### config.mk
export PLATFORM = sky130hd
export DESIGN_NAME = gfm_trinomial_mont
export DESIGN_NICKNAME = d
export VERILOG_FILES = /design/src/rtl/gfm_pkg.sv /design/src/rtl/gfm_cell.sv /design/src/rtl/gfm_sum_row.sv /design/src/rtl/gfm_trinomial_mont.sv
export SDC_FILE = /design/constraint.sdc
export NUM_CORES = 1
export LEC_CHECK = 0
export BUFFER_PORTS_ARGS = -buffer_cell sky130_fd_sc_hd__buf_2
export CAP_MARGIN = 20
export CORE_ASPECT_RATIO = 0.8
export CORE_MARGIN = 3
export CORE_UTILIZATION = 62
export CTS_BUF_LIST = sky130_fd_sc_hd__clkbuf_8
export DETAILED_ROUTE_END_ITERATION = 16
export PLACE_DENSITY = 0.81
export SYNTH_ARGS = -nofsm -noshare
export SYNTH_HDL_FRONTEND = slang
export SYNTH_SLANG_ARGS = --single-unit
export TNS_END_PERCENT = 100
### constraint.sdc
create_clock -name clk -period 1.4 [get_ports clk]
set_input_delay 0.28 -clock clk [delete_from_list [all_inputs] [get_ports clk]]
set_output_delay 0.28 -clock clk [all_outputs]
set_load 0.05 [all_outputs]
### src/rtl/gfm_pkg.sv
package gfm_pkg;

  // Greatest common divisor, used for the elaboration check.
  function automatic int gcd_f(input int x, input int y);
    int u;
    int v;
    u = x;
    v = y;
    while (v != 0) begin
      int t;
      t = u % v;
      u = v;
      v = t;
    end
    return u;
  endfunction

  // Index of the B coefficient consumed by the cell at row j, column c.
  function automatic int b_index(input int j, input int c, input int m, input int n);
    return (c + n - j + m) % m;
  endfunction

  // Whether the partial product of cell (j, c) also belongs to the correction polynomial.
  // Column c gathers products a_r*b_s with r+s = c+n (mod m).
  // For c >= m-n the correction term is r+s = c+n-m (low product coefficient).
  // For c <= m-n-2 the correction term is r+s = c+n+m (high product coefficient).
  function automatic bit cell_taps(input int j, input int c, input int m, input int n);
    int v;
    v = j + b_index(j, c, m, n);
    if (c >= m - n)          return bit'(v == c + n - m);
    else if (c <= m - n - 2) return bit'(v == c + n + m);
    else                     return 1'b0;
  endfunction

  // Column whose correction chain carries g_i.
  function automatic int g_column(input int i, input int m, input int n);
    return (i - n + m) % m;
  endfunction

endpackage

### src/rtl/gfm_cell.sv
module gfm_cell #(
  parameter bit HAS_G = 1'b0
) (
  input  logic clk,
  input  logic rst,
  input  logic a_bit,
  input  logic b_bit,
  input  logic k_in,
  input  logic g_in,
  output logic k_out,
  output logic g_out
);
  logic prod;
  assign prod = a_bit & b_bit;

  always_ff @(posedge clk) begin
    if (rst) k_out <= 1'b0;
    else     k_out <= k_in ^ prod;
  end

  generate
    if (HAS_G) begin : g_tap
      always_ff @(posedge clk) begin
        if (rst) g_out <= 1'b0;
        else     g_out <= g_in ^ prod;
      end
    end else begin : g_pass
      always_ff @(posedge clk) begin
        if (rst) g_out <= 1'b0;
        else     g_out <= g_in;
      end
    end
  endgenerate

  AST_CELL_RST: assert property (@(posedge clk) rst |=> (k_out == 1'b0 && g_out == 1'b0));
  AST_CELL_KHOLD: assert property (@(posedge clk) disable iff (rst)
    (!rst && !(a_bit && b_bit)) |=> (k_out == $past(k_in)));
  AST_CELL_GHOLD: assert property (@(posedge clk) disable iff (rst)
    (!rst && !(a_bit && b_bit)) |=> (g_out == $past(g_in)));

endmodule

### src/rtl/gfm_sum_row.sv
module gfm_sum_row #(
  parameter int M = 7,
  parameter int N = 3
) (
  input  logic         clk,
  input  logic         rst,
  input  logic [M-1:0] k_vec,
  input  logic [M-1:0] g_vec,
  output logic [M-1:0] d_out
);
  import gfm_pkg::*;

  logic [M-1:0] d_next;

  generate
    for (genvar i = 0; i < M; i++) begin : g_col
      if (i < M - 1) begin : g_add
        assign d_next[i] = k_vec[i] ^ g_vec[g_column(i, M, N)];
      end else begin : g_top
        assign d_next[i] = k_vec[i];
      end
    end
  endgenerate

  always_ff @(posedge clk) begin
    if (rst) d_out <= '0;
    else     d_out <= d_next;
  end

  AST_SUM_RST: assert property (@(posedge clk) rst |=> (d_out == '0));
  AST_SUM_TOP: assert property (@(posedge clk) disable iff (rst)
    !rst |=> (d_out[M-1] == $past(k_vec[M-1])));

endmodule

### src/rtl/gfm_trinomial_mont.sv
module gfm_trinomial_mont #(
  parameter int M = 7,
  parameter int N = 3
) (
  input  logic         clk,
  input  logic         rst,
  input  logic         in_valid,
  input  logic [M-1:0] a_in,
  input  logic [M-1:0] b_in,
  output logic         out_valid,
  output logic [M-1:0] d_out
);
  import gfm_pkg::*;

  localparam int ROWS = M;
  localparam int LAT  = M + 1;

  generate
    if (N < 1 || N >= M || gcd_f(M, N) != 1) begin : g_bad_params
      $error("gfm_trinomial_mont: N must lie in 1..M-1 and be coprime to M");
    end
  endgenerate

  // Operand skew: stage j feeds row j.
  logic [M-1:0] a_stg [0:ROWS-1];
  logic [M-1:0] b_stg [0:ROWS-1];
  assign a_stg[0] = a_in;
  assign b_stg[0] = b_in;

  generate
    for (genvar j = 1; j < ROWS; j++) begin : g_skew
      always_ff @(posedge clk) begin
        if (rst) begin
          a_stg[j] <= '0;
          b_stg[j] <= '0;
        end else begin
          a_stg[j] <= a_stg[j-1];
          b_stg[j] <= b_stg[j-1];
        end
      end
    end
  endgenerate

  // Accumulator chains per column.
  logic [M-1:0] k_acc [0:ROWS];
  logic [M-1:0] g_acc [0:ROWS];
  assign k_acc[0] = '0;
  assign g_acc[0] = '0;

  generate
    for (genvar j = 0; j < ROWS; j++) begin : g_row
      for (genvar c = 0; c < M; c++) begin : g_colm
        gfm_cell #(
          .HAS_G(cell_taps(j, c, M, N))
        ) u_cell (
          .clk  (clk),
          .rst  (rst),
          .a_bit(a_stg[j][j]),
          .b_bit(b_stg[j][b_index(j, c, M, N)]),
          .k_in (k_acc[j][c]),
          .g_in (g_acc[j][c]),
          .k_out(k_acc[j+1][c]),
          .g_out(g_acc[j+1][c])
        );
      end
    end
  endgenerate

  gfm_sum_row #(
    .M(M),
    .N(N)
  ) u_sum (
    .clk  (clk),
    .rst  (rst),
    .k_vec(k_acc[ROWS]),
    .g_vec(g_acc[ROWS]),
    .d_out(d_out)
  );

  // Valid pipeline matching the M rows plus the sum row.
  logic [LAT-1:0] vld;
  always_ff @(posedge clk) begin
    if (rst) vld <= '0;
    else     vld <= {vld[LAT-2:0], in_valid};
  end
  assign out_valid = vld[LAT-1];

  AST_VALID_RST: assert property (@(posedge clk) rst |=> !out_valid);
  AST_VALID_SRC: assert property (@(posedge clk) disable iff (rst)
    (!rst && vld == '0 && !in_valid) |=> !out_valid);
  AST_DRAIN_ZERO: assert property (@(posedge clk) disable iff (rst)
    (!rst && k_acc[ROWS] == '0 && g_acc[ROWS] == '0) |=> (d_out == '0));

endmodule

==> summary.md <==
| Metric | Value |
|---|---|
| Period utilisation layout | `0.9008` |
| Flip-flop and latch area | `between 2000 and 3000 µm²` |
| Worst R2R End | `g_row[6].g_colm[1].u_cell.k_out` |
| GP Congestion | `approximately 0.73` |
| Worst path top cell family by delay | `flip-flops` |
| GRT Overall Usage | `0.1557` |
| Fmax | `792.9 MHz` |
| Worst-path clk slew | `around 80 ps` |
| Slowest cell delay on critical path | `around 310 ps` |
| Dominant synthesized flop cell | `dfxtp_1` |
| Die H | `~84 µm` |
| Average routed wire per standard cell | `~11 µm` |
| Min-Delay Path Class | `in2reg` |
| Vias in the first global route | `roughly 2,600` |
| Crit end category | `primary output` |
| CTS tree | `done` |
| Die Width | `~100 µm` |
| Post-DRT Antenna Nets | `0` |
| CP startpoint | `vld[7]` |
| DR vias | `roughly 2,700` |
| Final setup viols | `0` |
| Setup tns final | `0 ps` |
| Met3 Use GR | `0.05227` |
| IO Pins | `25` |
| Inserted Clock Buffers | `17` |
| Htree depth | `4` |
| Flops & latches, synth | `between 100 and 150` |
| Final Instance Count excl. Fillers | `564` |
| VDD IR-drop max | `just under 800 µV` |
| Pins Over Slew Limit | `0` |
| Hold Path Stages | `2` |
| Synth cell types | `14` |
| DR DRC count | `0` |
| CP max FO | `1` |
| HPWL after detailed placement | `between 4000 and 5000 µm` |
| Worst EP required | `around 1100 ps` |
| Startpoint Class | `flop` |
| Cell with the most instances after synthesis | `dfxtp_1` |
| Fillers | `480` |
| Post-Syn Nets | `around 440` |
| Die Area | `8797 µm²` |
| Post-detailed-routing wire length | `6360 µm` |
| Max_cap viols | `0` |
| Starting Density | `0.6667` |
| Post-cts sizing count | `0` |
| CP arrival | `approximately 980 ps` |
| Ant. Diodes | `0` |
| Cell leakage power | `approximately 2.1 nW` |
| GR peak layer | `met2` |
| GRT met2 Usage | `0.2767` |
| Postcts setup bufs | `0` |
| CP Cell Sequence | `buf_2` |
| Status | `finished clean` |
| CP Buf/Inv Count | `1` |
| Min cycle time layout | `roughly 1300 ps` |
| Synthesis warning total | `0` |
| Layout area overhead | `13.81%` |
| Grt met1 use | `0.1635` |
| Worst R2R Path Depth | `2` |
| Total clock sinks | `approximately 150` |
| Worst Hold Endpoint | `a_stg[40]` |
| Max_slew headroom | `0.6932` |
| Synth cell count leaders | `dfxtp_1, nor2b_1, a21bo_2, a21oi_1, nand3b_1` |
| Worst Path Class, Setup | `reg2out` |
| Multi-input combinational cell area | `around 1700 µm²` |
| Count of endpoints failing hold in the final timing report | `0` |
| GRT Residual Overflow | `0` |
| Clock buffer depth | `2` |
| Least-Margin Pin Slew | `459.6 ps` |
| Hold buffer count at CTS | `0` |
| Core area | `7162 µm²` |
| Synth Cell Area | `~4800 µm²` |
| Post-synth ARST share | `0` |
| R2R Path Start | `a_stg[6]` |
| IO Port Bufs | `24` |
| Share of cells above drive strength 1 | `0.2397` |
| 1st-pass router iterations | `4` |
| First-pass GRT wire length | `~11,000 µm` |
| Seq/Total Area, Yosys | `0.6205` |
| Rows | `27` |
| Slowest CP cell | `dfxtp_1` |
| Root buffer cell | `clkbuf_8` |
| DRT iter0 DRCs | `39` |
| Antenna violations before repair | `0` |
| Syn_area_per_cell | `between 10 and 15 µm²` |
| Hold Path Origin | `a_in[5]` |
| Pwr Density | `approximately 1500 nW/µm²` |
| Largest net degree at the start of global routing | `about 40` |
| Clk_lat worst skew | `approximately 420 ps` |
| Nets | `about 470` |
| Via density | `4.793` |
| RSZ-0062 raised after global routing | `no` |
| Largest area contributor in the netlist | `dfxtp_1` |
| Placed cell count | `approximately 530` |
| Post-synth EDFFs | `0` |
| Top cell type's share of synthesized area | `0.6205` |
| Largest cells by area after synthesis | `dfxtp_1, nor2b_1, a21bo_2` |
| Cells after Synth | `418` |
| R2R setup slack | `around 280 ps` |
| Final Skew | `8.762 ps` |
-- sequential cells by signal, indices dropped and copies added, names as in the netlist --
| name | count |
|---|---|
| a_stg | 21 |
| b_stg | 42 |
| g_row.g_colm.u_cell.g_out | 21 |
| g_row.g_colm.u_cell.k_out | 49 |
| u_sum.d_out | 7 |
| vld | 8 |
-- worst reg2reg max path: stages (launching register included) --
cell     delay, ps
dfxtp_1        460
and2_1         220
mux2_2         340
-- worst max path at each step --
| stage | slack, ps | to | cells after the start |
|---|---|---|---|
| after floorplan | 340 | g_row[6].g_colm[1].u_cell.g_out | 3 |
| after global placement | 320 | g_row[6].g_colm[1].u_cell.g_out | 4 |
| after detailed placement | 290 | g_row[6].g_colm[0].u_cell.k_out | 2 |
| after CTS | 100 | out_valid | 1 |
| after global routing | 50 | out_valid | 1 |
| final | 140 | out_valid | 1 |
-- final cells by class --
class	instances	share of cell area
clock inverter	13	0.02901
multi-input combinational	248	0.3120
timing repair buffer	35	0.04237
tap	101	0.02326
sequential	148	0.5452
clock buffer	19	0.04812
-- per-stage QoR --
| stage | power, mW | hold WS [ps] | worst slack (ps) | instance area [µm²] | utilization |
|---|---|---|---|---|---|
| 2_1_floorplan | 4.604 | 401.7 | 341.5 | 4775 | - |
| 3_5_place_dp | 4.676 | 423.5 | 290.0 | 5015 | 0.7002 |
| 4_1_cts | 7.979 | 41.95 | 99.23 | 5434 | 0.7587 |
| 5_1_grt | 8.201 | 47.78 | 52.06 | 5434 | 0.7587 |
| 6_report | 7.909 | 65.50 | 138.9 | 5434 | 0.7587 |
| 3_3_place_gp | 4.663 | 418.4 | 315.1 | 5015 | 0.7002 |
-- layer usage --
metal	up-vias	routed length [µm]	part of all wire
met3	13	222	0.035
met5	-	0	0
li1	1430	-	-
met2	34	3291	0.52
met4	0	116	0.018
met1	1226	2729	0.43
-- placed cells by master, fill, tap and decap left out, drive strengths merged --
master	count
a21bo	35
a21oi	35
and2	12
buf	35
bufinv	3
clkbuf	19
clkinv	5
clkinvlp	3
dfxtp	148
inv	2
mux2	10
nand2	4
nand3b	35
nor2	17
nor2b	94
xnor2	6
-- report_power, final --
part,total [mW],internal [mW],switching (mW)
Clock,3.33,1.85,1.48
Combinational,0.233,0.124,0.110
Sequential,4.34,4.30,0.0457
Total,7.91,6.27,1.64
-- kinds of logic after synthesis --
family          synth area share
simple gates              0.2104
mux                      0.02359
compound gates            0.1101
flops                     0.6205
buf+inv                  0.02437
xor+xnor                 0.01101
Note: power is estimated with default switching activity, not from simulation.
